### config.mk
export PLATFORM = sky130hd
export DESIGN_NAME = lp_tamper_detect
export DESIGN_NICKNAME = d
export VERILOG_FILES = /design/src/rtl/lptd_pkg.sv /design/src/rtl/lptd_edge_count.sv /design/src/rtl/lptd_window.sv /design/src/rtl/lp_tamper_detect.sv
export SDC_FILE = /design/constraint.sdc
export NUM_CORES = 1
export LEC_CHECK = 0
export ABC_AREA = 1
export BUFFER_PORTS_ARGS = -buffer_cell sky130_fd_sc_hd__buf_2
export CORE_MARGIN = 1.5
export CORE_UTILIZATION = 56
export DETAILED_ROUTE_END_ITERATION = 8
export PLACE_DENSITY = 0.82
export SKIP_LAST_GASP = 1
export SLEW_MARGIN = 20
export SYNTH_ARGS = -nofsm -noshare
export SYNTH_HDL_FRONTEND = slang
export SYNTH_SLANG_ARGS = --single-unit
### constraint.sdc
create_clock -name clk -period 6.9 [get_ports clk]
set_clock_uncertainty 0.15 [all_clocks]
set_input_delay 0.345 -clock clk [delete_from_list [all_inputs] [get_ports clk]]
set_output_delay 0.345 -clock clk [all_outputs]
set_load 0.02 [all_outputs]
### src/rtl/lptd_pkg.sv
package lptd_pkg;
  typedef enum logic [1:0] {
    PM_FULL    = 2'd0,
    PM_REDUCED = 2'd1,
    PM_MONITOR = 2'd2,
    PM_SLEEP   = 2'd3
  } pmode_e;
endpackage

### src/rtl/lptd_edge_count.sv
module lptd_edge_count #(
  parameter int MAG_W = 16,
  parameter int SEL_W = 3,
  parameter int CNT_W = 6
) (
  input  logic             clk,
  input  logic             rst_n,
  input  logic             clr,
  input  logic             smp_valid,
  input  logic [MAG_W-1:0] smp_mag,
  input  logic [SEL_W-1:0] thr_sel,
  output logic [CNT_W-1:0] cnt_d,
  output logic [CNT_W-1:0] cnt_q
);
  localparam int NLVL = 2 ** SEL_W;
  localparam logic [CNT_W-1:0] CNT_MAX = '1;

  logic [MAG_W-1:0] lvl_tab [NLVL];
  logic             prev_q, prev_d, above;

  // level table: halves per code step, code 0 highest
  for (genvar g = 0; g < NLVL; g++) begin : g_lvl
    assign lvl_tab[g] = {MAG_W{1'b1}} >> (g + 1);
  end

  assign above = smp_mag > lvl_tab[thr_sel];

  always_comb begin
    prev_d = prev_q;
    cnt_d  = cnt_q;
    if (clr) begin
      prev_d = 1'b0;
      cnt_d  = '0;
    end else if (smp_valid) begin
      prev_d = above;
      if (above && !prev_q && (cnt_q != CNT_MAX)) cnt_d = cnt_q + 1'b1;
    end
  end

  always_ff @(posedge clk or negedge rst_n) begin
    if (!rst_n) begin
      prev_q <= 1'b0;
      cnt_q  <= '0;
    end else begin
      prev_q <= prev_d;
      cnt_q  <= cnt_d;
    end
  end

  p_cnt_sat_r11: assert property (@(posedge clk) disable iff (!rst_n)
    (cnt_q == CNT_MAX && !clr) |=> cnt_q == CNT_MAX);

  p_cnt_step_r3: assert property (@(posedge clk) disable iff (!rst_n)
    !clr |=> (cnt_q == $past(cnt_q)) || (cnt_q == $past(cnt_q) + 1'b1));

  p_clr_r10: assert property (@(posedge clk) disable iff (!rst_n)
    clr |=> cnt_q == '0 && !prev_q);
endmodule

### src/rtl/lptd_window.sv
module lptd_window #(
  parameter int LC_W   = 5,
  parameter int UNIT   = 4,
  parameter int TICK_W = 8
) (
  input  logic            clk,
  input  logic            rst_n,
  input  logic            clr,
  input  logic            tick,
  input  logic [LC_W-1:0] line_cnt,
  output logic            done_d,
  output logic            done_q
);
  logic [TICK_W-1:0] ticks_q, ticks_d, win_len;

  assign win_len = TICK_W'((int'(line_cnt) + 1) * UNIT);

  always_comb begin
    ticks_d = ticks_q;
    done_d  = done_q;
    if (clr) begin
      ticks_d = '0;
      done_d  = 1'b0;
    end else if (tick && !done_q) begin
      ticks_d = ticks_q + 1'b1;
      done_d  = ticks_d >= win_len;
    end
  end

  always_ff @(posedge clk or negedge rst_n) begin
    if (!rst_n) begin
      ticks_q <= '0;
      done_q  <= 1'b0;
    end else begin
      ticks_q <= ticks_d;
      done_q  <= done_d;
    end
  end

  p_done_sticky_r4: assert property (@(posedge clk) disable iff (!rst_n)
    (done_q && !clr) |=> done_q);

  p_done_needs_tick_r4: assert property (@(posedge clk) disable iff (!rst_n)
    (!done_q && !tick) |=> !done_q);
endmodule

### src/rtl/lp_tamper_detect.sv
module lp_tamper_detect #(
  parameter int MAG_W = 16,
  parameter int SEL_W = 3,
  parameter int LC_W  = 5,
  parameter int UNIT  = 4
) (
  input  logic             clk,
  input  logic             rst_n,
  input  logic [1:0]       pwr_mode,
  input  logic             irq_dis_cfg,
  input  logic [SEL_W-1:0] thr_sel,
  input  logic [LC_W-1:0]  line_cnt,
  input  logic             line_tick,
  input  logic             smp_valid,
  input  logic [MAG_W-1:0] smp_mag,
  output logic             irq_tamper_n,
  output logic             irq_aux_n,
  output logic             win_done
);
  import lptd_pkg::*;

  localparam int CNT_W  = LC_W + 1;
  localparam int TICK_W = $clog2(UNIT * (2 ** LC_W) + 1);

  pmode_e           mode;
  logic             act, clr;
  logic [CNT_W-1:0] cnt_d, cnt_q;
  logic             done_d, done_q;
  logic             tamper_q, tamper_d, single_q, single_d;
  logic             over_lim;

  assign mode = pmode_e'(pwr_mode);
  assign act  = (mode == PM_MONITOR);
  assign clr  = !act;

  lptd_edge_count #(.MAG_W(MAG_W), .SEL_W(SEL_W), .CNT_W(CNT_W)) u_cnt (
    .clk(clk), .rst_n(rst_n), .clr(clr), .smp_valid(smp_valid),
    .smp_mag(smp_mag), .thr_sel(thr_sel), .cnt_d(cnt_d), .cnt_q(cnt_q)
  );

  lptd_window #(.LC_W(LC_W), .UNIT(UNIT), .TICK_W(TICK_W)) u_win (
    .clk(clk), .rst_n(rst_n), .clr(clr), .tick(line_tick),
    .line_cnt(line_cnt), .done_d(done_d), .done_q(done_q)
  );

  assign over_lim = int'(cnt_d) > (int'(line_cnt) + 1);

  always_comb begin
    tamper_d = tamper_q;
    single_d = single_q;
    if (clr)                  tamper_d = 1'b0;
    else if (done_d && over_lim) tamper_d = 1'b1;
    if (mode == PM_SLEEP)     single_d = 1'b0;
    else if (act && irq_dis_cfg) single_d = 1'b1;
  end

  always_ff @(posedge clk or negedge rst_n) begin
    if (!rst_n) begin
      tamper_q <= 1'b0;
      single_q <= 1'b0;
    end else begin
      tamper_q <= tamper_d;
      single_q <= single_d;
    end
  end

  assign irq_tamper_n = ~tamper_q;
  assign irq_aux_n    = ~(done_q && !tamper_q && !single_q);
  assign win_done     = done_q;

  p_decide_r5: assert property (@(posedge clk) disable iff (!rst_n)
    (act && done_d && int'(cnt_d) > int'(line_cnt) + 1) |=> !irq_tamper_n);

  p_tamper_hold_r6: assert property (@(posedge clk) disable iff (!rst_n)
    (!irq_tamper_n && act) |=> !irq_tamper_n);

  p_lines_excl_r7: assert property (@(posedge clk) disable iff (!rst_n)
    $onehot0({~irq_tamper_n, ~irq_aux_n}));

  p_single_quiet_r8: assert property (@(posedge clk) disable iff (!rst_n)
    single_q |-> irq_aux_n);

  p_sleep_restore_r9: assert property (@(posedge clk) disable iff (!rst_n)
    (mode == PM_SLEEP) |=> !single_q && irq_tamper_n);

  p_idle_r10: assert property (@(posedge clk) disable iff (!rst_n)
    !act |=> irq_tamper_n && irq_aux_n && !win_done);
endmodule

==> results of run 1 <==
## logic make-up after synthesis
| family | Yosys count |
|---|---|
| xor gates and xnor gates | 7 |
| buffers and inverters | 43 |
| DFF | 18 |
| and+or+nand+nor | 103 |
| AOI/OAI and AO/OA | 28 |
| adders and majority gates | 23 |
## registers in the layout, summed over array words and instances (netlist names)
register / cells
u_cnt.cnt_q: 6
tamper_q: 1
u_cnt.prev_q: 1
u_win.ticks_q: 8
single_q: 1
u_win.done_q: 1
## final cells by class
cell class | count | area [um^2] | area share [%]
inverters | 42 | 157.7 | 8.531
multi-input cells | 161 | 989.7 | 53.55
flip-flops and latches | 18 | 450.4 | 24.37
well taps | 31 | 38.79 | 2.099
clock buffers | 4 | 36.28 | 1.963
repair buffers | 34 | 175.2 | 9.479
## worst max-delay path by stage
stage / startpoint / end / depth (start not counted)
finish: u_cnt.cnt_q[0] / tamper_q / 15
global route: u_cnt.cnt_q[0] / tamper_q / 15
CTS: u_cnt.cnt_q[0] / tamper_q / 15
detailed placement: thr_sel[2] / tamper_q / 18
global placement: thr_sel[2] / tamper_q / 18
floorplan: thr_sel[0] / tamper_q / 17
## worst max-delay path: stages, from the launching register on
cell and delay [ns]:
dfrtp_1 0.43, ha_1 0.23, nand3_1 0.11, o21bai_1 0.10, nor2_4 0.20, nand4_2 0.15, nor2_1 0.11, nor2_1 0.05
nor2_1 0.13, ha_1 0.27, a21oi_1 0.13, o21ai_0 0.11, a21oi_1 0.16, nor2_1 0.06, nand2_1 0.06, a21oi_1 0.05
## where the power goes
part,switching [mW],internal (mW)
combinational,0.0321,0.0236
clock,0.0355,0.0322
sequential,0.00493,0.110
total,0.0726,0.166
## cells in the mapped netlist
library cell   n
nand2_1       47
inv_1         41
nor2_1        26
ha_1          23
dfrtp_1       18
nand3_1       12
a21oi_1       10
o21ai_0        9
xor2_1         5
nand4_1        4
nand2_2        3
o21bai_1       3
nand3_2        2
nor2_4         2
o21ai_1        2
xnor2_1        2
a21o_1         1
a21oi_2        1
a22oi_1        1
and2_4         1
buf_4          1
inv_2          1
nand2_4        1
nand3b_1       1
nand4_2        1
nor2_2         1
nor3_2         1
o22ai_1        1
or2_1          1
## metrics by stage
| stage | instance area, um^2 | instances | util (%) |
|---|---|---|---|
| floorplan | 1605 | 222 | - |
| finish | 1848 | 290 | 67.60 |
| global placement | 1802 | 285 | 65.90 |
| detailed placement | 1802 | 285 | 65.90 |
| global route | 1848 | 290 | 67.60 |
| CTS | 1848 | 290 | 67.60 |
## per-layer routing
layer  vias to the layer above  routed length [um]  part of all wire (%)  track usage [%]
li1                        785                   -                     -                -
met1                       645                1524                    49            30.69
met2                        43                1383                    44            35.05
met3                         5                 173                   5.5            2.765
met4                         0                  51                   1.6            8.163
met5                         -                   0                     0                0
==> results, run 1 <==
- The flow ran to the end, and the final reports show no timing, DRC or antenna violations.
- Of the total synthesized cell area, the portion taken by XOR and XNOR cells is 3.819%.
- Summed over all cells, the static leakage comes to 1.042 nW.
- The endpoint of the worst hold-timing path is single_q.
- Setup repair after global routing left no endpoint under its margin.
- The net count after synthesis is 276.
- The number of buffers added by the clock tree synthesis step is 3.
- The portion of synthesized area spent on multiplexers is 0%.
- The launch point of the worst hold path is irq_dis_cfg.
- For this design the top-level I/O count stands at 34.
- The count of final hold-check violations is 0.
- The die outline width is 56.54 um.
- The adder-cell share of the synthesized area is 17.93%.
- VDD sags by at most 0.1292 mV.
- Summing the areas of all compound-gate instances in the mapped netlist gives 9.821% of the synthesized area.
- For this run, the detailed router's first-pass iteration total came to 5.
- The final worst-path cycle share is 37.95%.
- The count of nets left with antenna violations once routing finished came out at 0.
- The top cell types in the final layout, fill and taps aside, are nand2_1 (47), inv_1 (41), buf_2 (33), nor2_1 (26), ha_1 (23).
- The tool flagged a number of max-cap violations equal to 0.
- The average size of a mapped cell is 7.231 um^2.
- The startpoint of the worst register-to-register path is u_cnt.cnt_q[0].
- The remaining routing DRC violations is 0.
- The maximum fanout encountered on the critical timing path is 6.
- In this run the number of H-tree levels came out at 1.
- The clock tree root driver cell is clkbuf_4.
- The growth of design area from synthesis to finish is 15.12%.
- CTS saw 18 sinks.
- Synthesis inferred 18 register bits.
- At the later pin of the worst-skew pair, clock insertion delay measures 0.31 ns.
- Summing the areas of all and, or, nand and nor instances in the mapped netlist gives 30.09% of the synthesized area.
- STA puts the critical path data required time at 6.95 ns.
- The final routed wire length divided by cell count is 10.80 um.
- After floorplanning, the core was sized to cover 2734 um^2.
- The kind of launch point of the worst setup path is a register.
- The most common cell after layout, fill and taps aside is nand2_1.
- The overflow left after global routing is 0.
- Final hold analysis gives a worst-case slack of 0.1082 ns.
- The post-CTS resize count is 0.
- The longest clock path from root to sink contains 2 buffers.
- In the final layout, the share of cells above drive strength 1 is 19.69%.
- The total half-perimeter wirelength after legalization and detailed placement is 2.527 mm.
- The cell taking the most area after synthesis is dfrtp_1.
- STA classifies the critical path endpoint as a register.
- The transition time of the tightest slew-check pin is 0.4348 ns.
- The number of max-slew violations in the final report is 0.
- The worst slew margin relative to its limit is 71.01%.
- Entering global routing, the biggest net connects 19 pins.
- After synthesis, the largest family of logic cells by area is simple AND/OR/NAND/NOR gates.
- The area fraction of the dominant cell type after synthesis is 28.06%.
- At the end of routability-driven placement, the weighted congestion stood at 0.7955.
- The first-pass GRT wire length is 5.602 mm.
- The net count of the finished layout is 314.
- The die covers 3197 um^2.
- Synthesis handed over a netlist of 222 instances.
- Summing the sequential cell areas from Yosys gives 28.06% of the chip area.
- Setup violations remaining at the end of the flow were counted as 0.
- The post-CTS setup buffer count is 0.
- The detailed router placed 1478 vias in this run.
- The via count of the first global-routing pass is 1358.
- The count of input and output buffers is 33.
- Global routing consumed, over all layers together, 22.06% of the routing resources.
- The number of fill cells in the layout is 244.
- The power consumption is 238.6 uW.
- Buffers inserted to repair hold after CTS numbered 1.
- The vertical extent of the die is 56.54 um.
- The clock period minus worst slack is 2.619 ns.
- Sorting the synthesized cells by area gives the leading types as dfrtp_1 (28%), ha_1 (18%), nand2_1 (11%).
- The initial utilization of the core area, before any placement, comes to 58.72%.
- After floorplanning, the core was divided into 19 placement rows.
- After layout, the worst setup slack is 4.281 ns.
- The number of antenna diodes in the final layout is 0.
- The netlist uses 29 different library cells.
- The number of warnings printed during yosys synthesis is 0.
- Setup total negative slack on the finished layout was measured at 0 ns.
- The number of antenna violations at the first check in global routing is 0.
- After the first detailed-routing iteration, the DRC count stood at 59.
- The clock tree from TritonCTS is yes.
- For this block, the routed nets add up to 3.132 mm of wire.
- The start-to-end type of the worst setup path is reg -> reg.
- The via density per instance is 5.097.
- The worst setup slack before clock tree synthesis is 4.136 ns.
- Derived from the worst setup path, the maximum achievable clock frequency is 381.9 MHz.
- The post-synthesis instance area is 1605 um^2.
- The arrival time of the worst setup path is 2.66 ns.
- The end of the worst register-to-register path is tamper_q.
- The worst hold path passes through 3 cells.
- For the worst flop-to-flop path, the logic depth is 15.
- The post-CTS clock slew at the launch and capture registers of the worst setup and hold paths is 0.11 ns.
- The slack of the worst reg-to-reg path is 4.28 ns.
- The total power divided by cell area is 129.1 nW/um^2.
- The classification of the worst-slack hold path is in -> reg.
Power figures use the tool's default switching activity.
==> run 2: changes to the inputs <==
Settings changed: CORE_UTILIZATION 56 to 49, PLACE_DENSITY 0.82 to 0.76.
Clock period 6.9 ns to 2.1 ns, I/O delays scaled along.
==> results, run 2 (synthesized netlist as in run 1, its figures left out) <==
- The startpoint of the worst register-to-register path was u_cnt.cnt_q[0] (unchanged).
- The number of placed I/O pins is 34 (unchanged).
- Setup repair after global routing missed its margin: yes (was no).
- The worst endpoint required time is 2.16 ns (was 6.95 ns).
- The smallest setup slack after layout is -0.2742 ns (was 4.281 ns).
- The final weighted congestion of routability-driven global placement is 0.8492 (was 0.7955).
- The initial core utilization is 52.15% (was 58.72%).
- The placement row count is 20 (was 19).
- The worst setup slack before clock tree synthesis is -0.4289 ns (was 4.136 ns).
- The final worst-path cycle share is 113.1% (was 37.95%).
- The number of violations of the max-capacitance limit was 0 (unchanged).
- The total routing resource utilization after global routing is 21.82% (was 22.06%).
- The origin of the worst setup path is u_cnt.cnt_q[0] (unchanged).
- The violation count after the first detailed-routing iteration is 70 (was 59).
- The die outline width was 60.24 um (was 56.54 um).
- Run status: finished with violations (was finished clean).
- The post-CTS clock slew at the launch and capture registers of the worst setup and hold paths is 0.12 ns (was 0.11 ns).
- The worst hold path depth was 5 (was 3).
- The core occupancy in the finished layout is 73.50% (was 67.60%).
- The H-tree depth is 1 (unchanged).
- The growth of design area from synthesis to finish is 40.92% (was 15.12%).
- The leakage power total is 1.215 nW (was 1.042 nW).
- The highest achievable clock rate was 421.2 MHz (was 381.9 MHz).
- The largest register by flop count was u_win.ticks_q (unchanged).
- The count of final hold-check violations came to 0 (unchanged).
- The number of failing setup endpoints in the final timing report is 2 (was 0).
- The final routed wire length divided by cell count is 11.35 um (was 10.80 um).
- The capture point of the worst path is tamper_q (unchanged).
- The via count of the first global-routing pass is 1466 (was 1358).
- The clock period minus worst slack is 2.374 ns (was 2.619 ns).
- The total half-perimeter wirelength after legalization and detailed placement is 2.803 mm (was 2.527 mm).
- The core area is 3078 um^2 (was 2734 um^2).
- The number of search-and-repair iterations in the first detailed-routing pass is 5 (unchanged).
- The cell area after placement came to 1979 um^2 (was 1802 um^2).
- The classification of the worst-slack hold path is in -> reg (unchanged).
- Largest registers in the final layout: u_win.ticks_q x8, u_cnt.cnt_q x6 (unchanged).
- The total non-filler cell area in the finished layout is 2262 um^2 (was 1848 um^2).
- The remaining routing DRC violations is 0 (unchanged).
- The transition time of the tightest slew-check pin was 0.4366 ns (was 0.4348 ns).
- The arrival time of the worst setup path is 2.44 ns (was 2.66 ns).
- The maximum fanout encountered on the critical timing path came to 4 (was 6).
- The clock tree from TritonCTS was yes (unchanged).
- The overflow left after global routing was 0 (unchanged).
- The clock tree root driver cell is clkbuf_4 (unchanged).
- The number of antenna violations at the first check in global routing came to 0 (unchanged).
- The share of cells above drive strength 1 is 36.33% (was 19.69%).
- The final reports fail on negative setup slack.
- The worst slew margin relative to its limit is 70.89% (was 71.01%).
- The TritonCTS sink count is 18 (unchanged).
- The number of max-slew violations in the final report is 0 (unchanged).
- The count of antenna diodes in the layout is 0 (unchanged).
- The post-detailed-route count of antenna-violating nets is 0 (unchanged).
- The length in cells of the worst reg-to-reg path is 15 (unchanged).
- The aggregate negative setup slack came to -0.3974 ns (was 0 ns).
- The kind of launch point of the worst setup path is a register (unchanged).
- The number of buffers added by the clock tree synthesis step came to 3 (unchanged).
- The deepest clock path buffer count was 2 (unchanged).
- The power consumption is 865.1 uW (was 238.6 uW).
- The die footprint is 3628 um^2 (was 3197 um^2).
- The clock insertion delay at the later pin of the skew report is 0.31 ns (about the same).
- The number of flip-flops under the largest register name came to 8 (unchanged).
- The vertical extent of the die came to 60.24 um (was 56.54 um).
- The net count of the finished layout is 344 (was 314).
- The total power divided by cell area is 382.4 nW/um^2 (was 129.1 nW/um^2).
- The first-pass GRT wire length is 5.934 mm (was 5.602 mm).
- The routed wire length came to 3.781 mm (was 3.132 mm).
- The kind of end point of the critical path is a register (unchanged).
- Commonest non-fill, non-tap cells in the layout: nand2_1 (44), inv_1 (38), buf_2 (33), buf_4 (23), nor2_1 (19) (was nand2_1 (47), inv_1 (41), buf_2 (33), nor2_1 (26), ha_1 (23)).
- The start-to-end type of the worst setup path was reg -> reg (unchanged).
- The number of vias in the routed layout came to 1630 (was 1478).
- The count of input and output buffers was 33 (unchanged).
- The largest voltage drop on the vdd net is 0.2338 mV (was 0.1292 mV).
- The end of the worst register-to-register path is tamper_q (unchanged).
- The maximum number of pins on one net before global-route repair is 19 (unchanged).
- The slack of the worst reg-to-reg path is -0.27 ns (was 4.28 ns).
- The via density per instance is 4.895 (was 5.097).
- The most common cell after layout, fill and taps aside is nand2_1 (unchanged).
[run 2: cell count changes in the layout (fill, tap and decap cells not counted), moves of 5 or more]
cell	previous run	this run
a21oi_1	10	5
nor2_1	26	19
ha_1	23	18
nor2_2	1	7
nand3_1	12	7
buf_4	0	23
dlygate4sd3_1	1	7
a21oi_2	1	6
[run 2: per-layer routing]
layer  global-route usage [%]  vias up  wire [um]
met5                        0        -          0
met4                    10.16        0         81
met3                    2.814        9        111
met2                    36.34       37       1845
met1                    27.74      741       1742
li1                         -      843          -
[run 2: power breakdown]
part / internal [mW] / total (mW) / leakage [nW] / switching [mW]
Clock: 0.106 / 0.233 / 0.0210 / 0.126
Sequential: 0.362 / 0.377 / 0.247 / 0.0148
Combinational: 0.123 / 0.256 / 0.946 / 0.132
[run 2: critical path: stages (launching register included)]
cell and delay, ns:
dfrtp_1 0.40, ha_2 0.21, nand3_4 0.07, o21bai_4 0.08
nor2_4 0.18, nand4_1 0.16, o21ai_1 0.19, nor2_2 0.06
ha_1 0.27, nand2_1 0.06, nor2_2 0.12, nand2_1 0.05
nor2_1 0.08, nor2_1 0.05, nand2_1 0.06, a21oi_1 0.05
[run 2: stage by stage]
step,hold slack (ns),instances
5_1_grt,0.04991,333
6_report,0.04537,333
4_1_cts,0.03098,331
3_3_place_gp,-0.08910,317
2_1_floorplan,-0.3406,222
3_5_place_dp,-0.07711,317
[run 2: cell type report]
| class | instances | area [um^2] |
|---|---|---|
| inverters | 42 | 157.7 |
| clock buffers | 4 | 36.28 |
| flip-flops and latches | 18 | 450.4 |
| well taps | 44 | 55.05 |
| multi-input cells | 161 | 1144 |
| repair buffers | 64 | 419.2 |
| fillers | 243 | 815.8 |
[run 2: how the worst min path moves through the flow]
stage                      startpoint          endpoint
after floorplan                 rst_n          single_q
after global routing      pwr_mode[1]    u_cnt.cnt_q[4]
after detailed placement        rst_n          single_q
after global placement          rst_n  u_win.ticks_q[2]
final                     pwr_mode[1]    u_cnt.cnt_q[4]
after CTS                 pwr_mode[1]    u_cnt.cnt_q[4]
[run 2: what timing repair did]
| action | 4_1_cts | 5_1_grt |
|---|---|---|
| pin swaps | 6 | 16 |
| gates resized for setup | 9 | 26 |
| endpoints found under the setup margin | 2 | 3 |
| buffers inserted | 3 | 2 |
| endpoints found under the hold margin | 24 | 0 |
| hold buffers | 7 | 0 |
